[config.mk]
export PLATFORM = sky130hd
export DESIGN_NAME = page_read_buffer
export DESIGN_NICKNAME = d
export VERILOG_FILES = /design/src/rtl/prb_pkg.sv /design/src/rtl/prb_fetch_seq.sv /design/src/rtl/prb_tag_track.sv /design/src/rtl/prb_page_store.sv /design/src/rtl/prb_lane_sel.sv /design/src/rtl/page_read_buffer.sv
export SDC_FILE = /design/constraint.sdc
export NUM_CORES = 1
export LEC_CHECK = 0
export BUFFER_PORTS_ARGS = -buffer_cell sky130_fd_sc_hd__buf_2
export CAP_MARGIN = 30
export CORE_ASPECT_RATIO = 1.1
export CORE_MARGIN = 4
export CORE_UTILIZATION = 40
export CTS_BUF_LIST = sky130_fd_sc_hd__clkbuf_8
export DETAILED_ROUTE_END_ITERATION = 8
export GPL_ROUTABILITY_DRIVEN = 0
export MAX_ROUTING_LAYER = met4
export SLEW_MARGIN = 20
export SYNTH_ARGS = -nofsm -noshare
export SYNTH_HDL_FRONTEND = slang
export SYNTH_HIERARCHICAL = 1
export SYNTH_SLANG_ARGS = --single-unit
[constraint.sdc]
create_clock -name clk -period 4.2 [get_ports clk]
set_input_delay 1.05 -clock clk [delete_from_list [all_inputs] [get_ports clk]]
set_output_delay 1.05 -clock clk [all_outputs]
set_load 0.03 [all_outputs]
[src/rtl/prb_pkg.sv]
package prb_pkg;
  typedef enum logic {
    FS_IDLE  = 1'b0,
    FS_FETCH = 1'b1
  } prb_fetch_st_e;

  localparam int unsigned PRB_DEF_ADDR_W = 20;
  localparam int unsigned PRB_DEF_DATA_W = 16;
  localparam int unsigned PRB_DEF_WORDS  = 4;
  localparam int unsigned PRB_DEF_LAT    = 4;
endpackage

[src/rtl/prb_fetch_seq.sv]
module prb_fetch_seq
  import prb_pkg::*;
#(
  parameter int unsigned PG_W = 17,
  parameter int unsigned LAT  = 4
) (
  input  logic            clk,
  input  logic            rst_n,
  input  logic            chip_sel,
  input  logic            rd_act,
  input  logic            hit,
  input  logic [PG_W-1:0] req_page,
  output logic            busy,
  output logic [PG_W-1:0] fetch_page,
  output logic            load
);
  localparam int unsigned CNT_W = $clog2(LAT + 1);
  localparam logic [CNT_W-1:0] CNT_LAST = CNT_W'(LAT - 1);
  localparam logic [CNT_W-1:0] CNT_ONE  = CNT_W'(1);

  prb_fetch_st_e    st_q, st_n;
  logic [PG_W-1:0]  pg_q, pg_n;
  logic [CNT_W-1:0] cnt_q, cnt_n;
  logic             pg_en, cnt_en;

  // next-state logic
  always_comb begin
    st_n   = st_q;
    pg_n   = pg_q;
    cnt_n  = cnt_q;
    pg_en  = 1'b0;
    cnt_en = 1'b0;
    load   = 1'b0;
    unique case (st_q)
      FS_IDLE: begin
        if (rd_act && !hit) begin
          st_n   = FS_FETCH;
          pg_n   = req_page;
          pg_en  = 1'b1;
          cnt_n  = CNT_ONE;
          cnt_en = 1'b1;
        end
      end
      FS_FETCH: begin
        if (!chip_sel) begin
          st_n = FS_IDLE;
        end else if (req_page != pg_q) begin
          pg_n   = req_page;
          pg_en  = 1'b1;
          cnt_n  = CNT_ONE;
          cnt_en = 1'b1;
        end else if (cnt_q == CNT_LAST) begin
          load = 1'b1;
          st_n = FS_IDLE;
        end else begin
          cnt_n  = CNT_W'(cnt_q + 1'b1);
          cnt_en = 1'b1;
        end
      end
      default: st_n = FS_IDLE;
    endcase
  end

  // state registers
  always_ff @(posedge clk or negedge rst_n) begin
    if (!rst_n) begin
      st_q  <= FS_IDLE;
      pg_q  <= '0;
      cnt_q <= '0;
    end else begin
      st_q <= st_n;
      if (pg_en)  pg_q  <= pg_n;
      if (cnt_en) cnt_q <= cnt_n;
    end
  end

  assign busy       = (st_q == FS_FETCH);
  assign fetch_page = pg_q;
endmodule

[src/rtl/prb_tag_track.sv]
module prb_tag_track #(
  parameter int unsigned PG_W = 17
) (
  input  logic            clk,
  input  logic            rst_n,
  input  logic            chip_sel,
  input  logic            load,
  input  logic [PG_W-1:0] load_page,
  input  logic [PG_W-1:0] req_page,
  output logic            hit
);
  logic            tag_v_q, tag_v_n;
  logic [PG_W-1:0] tag_q;

  always_comb begin
    tag_v_n = chip_sel ? (tag_v_q | load) : 1'b0;
  end

  always_ff @(posedge clk or negedge rst_n) begin
    if (!rst_n) begin
      tag_v_q <= 1'b0;
      tag_q   <= '0;
    end else begin
      tag_v_q <= tag_v_n;
      if (load) tag_q <= load_page;
    end
  end

  assign hit = tag_v_q && (tag_q == req_page);
endmodule

[src/rtl/prb_page_store.sv]
module prb_page_store #(
  parameter int unsigned PAGE_W = 64
) (
  input  logic              clk,
  input  logic              rst_n,
  input  logic              load,
  input  logic [PAGE_W-1:0] page_in,
  output logic [PAGE_W-1:0] page_q
);
  always_ff @(posedge clk or negedge rst_n) begin
    if (!rst_n) begin
      page_q <= '0;
    end else if (load) begin
      page_q <= page_in;
    end
  end
endmodule

[src/rtl/prb_lane_sel.sv]
module prb_lane_sel #(
  parameter int unsigned DATA_W = 16,
  parameter int unsigned WORDS  = 4,
  parameter int unsigned OFF_W  = 3
) (
  input  logic [WORDS*DATA_W-1:0] page_i,
  input  logic                    byte_mode_i,
  input  logic [OFF_W-1:0]        off_i,
  output logic [DATA_W-1:0]       data_o
);
  localparam int unsigned BYTES  = WORDS * DATA_W / 8;
  localparam int unsigned WIDX_W = $clog2(WORDS);

  logic [DATA_W-1:0] word_lane [WORDS];
  logic [7:0]        byte_lane [BYTES];
  logic [WIDX_W-1:0] word_idx;

  for (genvar w = 0; w < WORDS; w++) begin : g_word
    assign word_lane[w] = page_i[w*DATA_W +: DATA_W];
  end
  for (genvar b = 0; b < BYTES; b++) begin : g_byte
    assign byte_lane[b] = page_i[b*8 +: 8];
  end

  assign word_idx = off_i[OFF_W-1 -: WIDX_W];

  always_comb begin
    if (byte_mode_i) data_o = DATA_W'(byte_lane[off_i]);
    else             data_o = word_lane[word_idx];
  end
endmodule

[src/rtl/page_read_buffer.sv]
module page_read_buffer
  import prb_pkg::*;
#(
  parameter int unsigned ADDR_W   = PRB_DEF_ADDR_W,
  parameter int unsigned DATA_W   = PRB_DEF_DATA_W,
  parameter int unsigned WORDS    = PRB_DEF_WORDS,
  parameter int unsigned RAND_LAT = PRB_DEF_LAT,
  localparam int unsigned PAGE_W  = WORDS * DATA_W,
  localparam int unsigned OFF_W   = $clog2(PAGE_W / 8),
  localparam int unsigned PG_W    = ADDR_W - OFF_W
) (
  input  logic              clk,
  input  logic              rst_n,
  input  logic              chip_sel,
  input  logic              out_en,
  input  logic              byte_mode,
  input  logic [ADDR_W-1:0] rd_addr,
  output logic [DATA_W-1:0] rd_data,
  output logic              rd_valid,
  output logic              arr_req,
  output logic [PG_W-1:0]   arr_page,
  input  logic [PAGE_W-1:0] arr_data
);
  logic              rd_act, hit, busy, load;
  logic [PG_W-1:0]   req_page, fetch_page;
  logic [OFF_W-1:0]  req_off;
  logic [PAGE_W-1:0] buf_page, sel_src;
  logic [DATA_W-1:0] sel_data, data_n;
  logic              valid_n, data_en;

  assign rd_act   = chip_sel && out_en;
  assign req_page = rd_addr[ADDR_W-1:OFF_W];
  assign req_off  = rd_addr[OFF_W-1:0];

  prb_tag_track #(.PG_W(PG_W)) u_tag (
    .clk      (clk),
    .rst_n    (rst_n),
    .chip_sel (chip_sel),
    .load     (load),
    .load_page(fetch_page),
    .req_page (req_page),
    .hit      (hit)
  );

  prb_fetch_seq #(.PG_W(PG_W), .LAT(RAND_LAT)) u_seq (
    .clk       (clk),
    .rst_n     (rst_n),
    .chip_sel  (chip_sel),
    .rd_act    (rd_act),
    .hit       (hit),
    .req_page  (req_page),
    .busy      (busy),
    .fetch_page(fetch_page),
    .load      (load)
  );

  prb_page_store #(.PAGE_W(PAGE_W)) u_store (
    .clk    (clk),
    .rst_n  (rst_n),
    .load   (load),
    .page_in(arr_data),
    .page_q (buf_page)
  );

  // the completing fetch feeds the output straight from the array
  assign sel_src = load ? arr_data : buf_page;

  prb_lane_sel #(.DATA_W(DATA_W), .WORDS(WORDS), .OFF_W(OFF_W)) u_sel (
    .page_i     (sel_src),
    .byte_mode_i(byte_mode),
    .off_i      (req_off),
    .data_o     (sel_data)
  );

  // output stage next-state
  always_comb begin
    valid_n = rd_act && (load || (hit && !busy));
    data_en = valid_n;
    data_n  = sel_data;
  end

  always_ff @(posedge clk or negedge rst_n) begin
    if (!rst_n) begin
      rd_valid <= 1'b0;
      rd_data  <= '0;
    end else begin
      rd_valid <= valid_n;
      if (data_en) rd_data <= data_n;
    end
  end

  assign arr_req  = busy;
  assign arr_page = fetch_page;
endmodule

---- Word-level counts from Yosys, hierarchy flattened ----
Index checks and enable logic that the tools add are counted.
Widths: inputs -> output; s select.
storage, ports and cells
  logic and storage cells ................. 62
  output and inout port bits .............. 35
  register bits after elaboration ......... 120
  bits of input ports ..................... 89
cells by class
  equal/unequal tests ..................... 7
  mux-type cells .......................... 30
  add/sub/neg operators ................... 1
  bitwise gates (word level) .............. 4
  reductions and logical operators ........ 10
  order comparisons ....................... 2
operator list
  cell                 number
  $mux 64              1
  $mux 17              3
  $mux 16              3
  $pmux 17 s2          1
  $bmux 16 s2          1
  $bmux 8 s3           1
  $eq 17x17->1         1
  $ne 17x17->1         1
  $mux 8               2
  $mux 3               4
  $mux 1               11
  $reduce_and 4->1     2
  $pmux 3 s2           1
  $logic_and 1x1->1    5
  $ge 4x4->1 const B   1
  $ne 2x2->1 const B   2
  $not 3->4            1
  $pmux 1 s2           2
  $add 3x1->3 const B  1
  $eq 3x2->1 const B   1
  $ge 3x3->1 const B   1
  $ne 3x3->1 const B   1
  $not 2->3            1
  $logic_not 1->1      2
  4 further kinds      4

---- Longest topological paths before layout ----
  depth after elaboration ................. 10
  gate-level depth with buffers ........... 14
  gate-level depth less buffers ........... 10

---- Hierarchy ----
Netlist, hierarchy kept.
by module, submodules not included
  module            instances  area each (µm²)  seq. area each (µm²)  cells each
  prb_page_store    1          2678.8           1601.5                135
  prb_fetch_seq     1          1602.8           525.5                 184
  page_read_buffer  1          1496.4           425.4                 109
  prb_tag_track     1          853.3            450.4                 61
  prb_lane_sel      1          745.7            0.0                   78

---- Worst setup path after synthesis ----
Ideal clock, no wire load.
  path kind ............................... input to register
  start point ............................. input port rd_addr[3]
  end point ............................... register rd_data[0]
  path buffers ............................ 4
  setup time .............................. 0.125 ns
  slack ................................... 0.456 ns
  arrival time ............................ 3.619 ns
  stages on the path ...................... 14
  required time ........................... 4.075 ns
  cell sequence ........................... xnor2_1 nand4_1 nor3_2 buf_6 buf_6 nand3_1 nor2_1 buf_4 buf_6 mux2_2 mux2_2 nor3_1 a211oi_1 mux2_4
on the way
  longest elaborated chain between the ends .. 9
  elaborated cells on any way between the ends .. 17
  classes of those cells .................. 2 x eq/ne; 11 x mux; 4 x reduce/logical
ends and longest elaborated chain
  item                                       RTL line                source
  start, declared                            page_read_buffer.sv:17  input logic [ADDR_W-1:0] rd_addr,
  $ne 17x17->1                               prb_fetch_seq.sv:47     end else if (req_page != pg_q) begin
  $mux 1                                     prb_fetch_seq.sv:47
  $mux 1                                     prb_fetch_seq.sv:45     if (!chip_sel) begin
  $mux 1                                     prb_fetch_seq.sv:34     unique case (st_q)
  net load                                   page_read_buffer.sv:24  logic rd_act, hit, busy, load;
  $mux 64                                    --
  net sel_src[24]                            page_read_buffer.sv:27  logic [PAGE_W-1:0] buf_page, sel_src;
  $bmux 8 s3                                 prb_lane_sel.sv:28      if (byte_mode_i) data_o = DATA_W'(byte_lane[off_i]);
  $mux 8 (not written as such) (2 in a row)  prb_lane_sel.sv:28
  $mux 16                                    prb_lane_sel.sv:28
  net data_n[0]                              page_read_buffer.sv:28  logic [DATA_W-1:0] sel_data, data_n;
  end signal, assigned                       page_read_buffer.sv:88  if (data_en) rd_data <= data_n;
  end, declared                              page_read_buffer.sv:18  output logic [DATA_W-1:0] rd_data,
The timed path passes the listed nets, and every way through them passes these cells. The select of a mux whose other input is x is not followed.
A chain may end at the register's enable or synchronous reset.

---- Worst setup path in the final report ----
  start point ............................. input port rd_addr[7]
  end point ............................... register rd_data[9]
on the way
  longest elaborated chain between the ends .. 9
  elaborated cells on any way between the ends .. 14
  classes of those cells .................. 2 x eq/ne; 8 x mux; 4 x reduce/logical
ends and longest elaborated chain
  item                                        RTL line                source
  $ne 17x17->1                                prb_fetch_seq.sv:47
  $mux 1                                      prb_fetch_seq.sv:47
  $mux 1                                      prb_fetch_seq.sv:45
  $mux 1                                      prb_fetch_seq.sv:34
  net load                                    page_read_buffer.sv:24
  $mux 64                                     --
  net sel_src[57]                             page_read_buffer.sv:27
  $bmux 16 s2                                 prb_lane_sel.sv:29      else data_o = word_lane[word_idx];
  $mux 16 (not written as such) (2 in a row)  prb_lane_sel.sv:29
  $mux 16                                     prb_lane_sel.sv:28
  net data_n[9]                               page_read_buffer.sv:28
The timed path passes the listed nets, and every way through them passes these cells. The select of a mux whose other input is x is not followed.

==> reports/qor.csv <==
stage,metric,value,unit
global_routing,grt_max_degree,121,
route,initialDrtViolationCount,281,
clock_network,cts_root_buf,clkbuf_8,
power_and_ir_drop,p_switching,0.872,mW
route,top_layer_used,met4,
worst_hold_path,hold_path.class,flip-flop to flip-flop,
worst_setup_path,end_kind,flip-flop,
yosys,syn_area_per_cell,13.0,um2
timing,slew_viol_final,0,
floorplan,coreArea,17900,um2
yosys,synth-edff-count,0,
clock_network,numCtsBuffers,17,
route,met1_length,8120,um
timing,rsz0062_at_grt,false,
global_routing,grt_pass1_vias,5434,
route,vias_per_cell,5.44,
yosys,synth_area,7380,um2
timing,post-route-min-period,3.61,ns
yosys,synth_cell_type_count,46,
timing,hold_ws,0.506,ns
global_routing,antenna_found_initial,1,
worst_setup_path,critPathArrivalTime,3.94,ns
finish,area_growth_syn_to_layout,14.0,%
floorplan,rows,51,
timing,skew,0.0101,ns
finish,nets,770,
placement,place_inst,898,
worst_setup_path,required,4.53,ns
route,first_pass_iters,4,
floorplan,die_y,150,um
finish,layout.cells.non_filler,931,
global_routing,grt_pass1_wl,28900,um
timing,finalSetupViolCount,0,
timing,finalHoldViolCount,0,
route,vias,5062,
power_and_ir_drop,clkPwrFrac,37.9,%
yosys,syn_nets,658,
power_and_ir_drop,combPwrFrac,17.1,%
yosys,synth.area.top_cells,"dfrtp_1 41%, mux2_2 15%, mux2_4 14%, xnor2_1 3.3%, buf_12 2.7%",
power_and_ir_drop,powerDensity,333,nW/um2
route,met2RoutedLength,9050,um
global_routing,grt_use_total,18.8,%
outcome,status,completed,
yosys,seq_area_frac_synth,40.7,%
route,final_antenna_net_count,0,
timing,setup_tns,0,ns
power_and_ir_drop,p_int,1.92,mW
route,avgRoutedWirePerCell,19.8,um
clock_network,cts_resized,0,
worst_setup_path,critPathLaunchType,primary input,
clock_network,ctsHoldBuffers,0,
yosys,ys_async_sr_fraction,100,%
clock_network,insertion_delay,0.45,ns
clock_network,clk_pin_slew,0.08,ns
finish,fillers,1634,
yosys,ys_seq_elements,120,
clock_network,clock_path_buffers,2,
worst_setup_path,crit_type,primary input to flip-flop,
yosys,syn_inst,567,
clock_network,cts_tree,built,
timing,fmax,277,MHz
timing,post-route-period-util,86.0,%
clock_network,cts_sinks,120,
yosys,ys_warn_count,6,
route,wl,18500,um
floorplan,pin_count,124,
floorplan,die_w,137,um
finish,utilization,46.9,%
yosys,synth_area_leader_cell,dfrtp_1,
yosys,ys_top_cells_by_count,"120 x dfrtp_1, 96 x mux2_2, 69 x mux2_4",
finish,drive_gt1_share,50.9,%
clock_network,cts_setup_buffers,0,
yosys,netlist.area_leader.share,40.7,%
route,route.met3.wl,765,um
timing,max_slew_margin,38.4,%
timing,tightest_slew,0.924,ns
clock_network,cts_htree_levels,4,
power_and_ir_drop,power_frac_seq,45.0,%
placement,portBuffers,123,
route,drc,0,
yosys,yosysMostFrequentCell,dfrtp_1,
floorplan,die_area,20700,um2
power_and_ir_drop,ir_worst_vdd,0.181,mV
floorplan,start_util,41.1,%
yosys,synthFlopType,dfrtp_1,
placement,hpwlAfterDp,13000,um
power_and_ir_drop,p_leak,4.03,nW
power_and_ir_drop,p_sw_share,31.2,%
worst_setup_path,crit_fanout,60,
flow_run,max-cap-violations,0,
global_routing,grt.overflow.total,0,
[routing by layer]
metal | track usage, % | vias up
li1 | - | 2340
met1 | 23.7 | 2551
met2 | 29.6 | 137
met3 | 3.44 | 34
met4 | 8.13 | 0
met5 | - | -
[final cells by class]
cell class | instances | area [um2] | share of cell area, %
diodes | 1 | 2.50 | 0.0298
clock buffers | 18 | 248 | 2.95
clock inverters | 14 | 151 | 1.80
inverters | 3 | 25.0 | 0.298
multi-input cells | 400 | 3920 | 46.6
flip-flops and latches | 120 | 3000 | 35.7
well taps | 238 | 298 | 3.54
repair buffers | 137 | 761 | 9.05
[final timing paths]
kind | from | end | slack [ns] | cells past startpoint
max reg2reg | u_seq/fetch_page[4] | rd_data[9] | 0.86 | 12
min reg2reg | u_tag/tag_v_q | u_tag/tag_v_q | 0.51 | 1
max | rd_addr[7] | rd_data[9] | 0.59 | 13
min | u_tag/tag_v_q | u_tag/tag_v_q | 0.51 | 1
max in group asynchronous | rst_n | u_store/page_q[41] | 3.00 | 2
min in group asynchronous | rst_n | u_tag/tag_q[14] | 0.68 | 2
[placed cells by master (no fill, tap or decap), types with 2 or more instances in the layout]
master | Yosys | final
o211a_1 | 17 | 17
a211oi_1 | 2 | 2
mux2i_1 | 15 | 15
buf_4 | 4 | 12
clkinvlp_4 | 0 | 5
nand3_1 | 37 | 37
dfrtp_1 | 120 | 120
nand4_1 | 25 | 25
clkinv_4 | 0 | 4
buf_2 | 9 | 122
mux2_2 | 96 | 96
o211ai_1 | 17 | 17
nor3_4 | 0 | 2
nor2_1 | 5 | 4
mux2_1 | 13 | 13
xnor2_1 | 28 | 28
clkbuf_8 | 0 | 18
xor2_1 | 6 | 6
a211oi_2 | 7 | 7
and2_1 | 7 | 7
ha_1 | 2 | 2
bufinv_16 | 0 | 2
nand2_1 | 20 | 20
a221oi_1 | 7 | 7
o22ai_1 | 8 | 8
clkinv_2 | 0 | 2
inv_1 | 2 | 2
buf_12 | 10 | 3
mux2_4 | 69 | 69
[cell families (layout without fill, tap and decap cells)]
family,count (synthesis),count (layout),synth area share (%)
flops,120,120,40.7
mux,193,193,32.7
fa+ha+maj,2,2,0.339
compound gates,66,66,7.89
other cells,0,1,0
simple gates,105,105,7.80
xor+xnor,34,34,4.04
buf+inv,47,172,6.51
[flip-flops by register name, indices dropped and copies added, names as in the netlist]
name              count
u_tag/tag_v_q         1
u_seq/cnt_q           3
u_store/page_q       64
u_seq/fetch_page     17
rd_data              16
u_seq/busy            1
rd_valid              1
u_tag/tag_q          17
[power groups by stage]
stage	Clock, mW	Combinational (mW)	Sequential (mW)
after floorplan	0	0.212	1.35
after global placement	0	0.469	1.28
after detailed placement	0	0.479	1.28
after CTS	1.09	0.480	1.26
after global routing	1.15	0.513	1.27
final	1.06	0.478	1.26
[through the flow]
stage	power [mW]	setup slack, ns	area (um2)
after global placement	1.75	0.231	8010
after floorplan	1.57	0.456	7380
final	2.80	0.588	8410
after detailed placement	1.76	0.197	8010
after global routing	2.93	0.509	8410
after CTS	2.83	0.676	8400
[worst max-delay path, stage by stage]
cell	delay (ns)
buf_2	0.14
xnor2_1	0.20
nand4_1	0.25
nor3_4	0.22
nand3_1	0.15
nor2_4	0.17
buf_12	0.33
buf_4	0.25
mux2_2	0.34
mux2i_1	0.28
and2_1	0.19
a211oi_2	0.05
mux2_2	0.27
No activity file was read; power rests on OpenSTA's default activity.
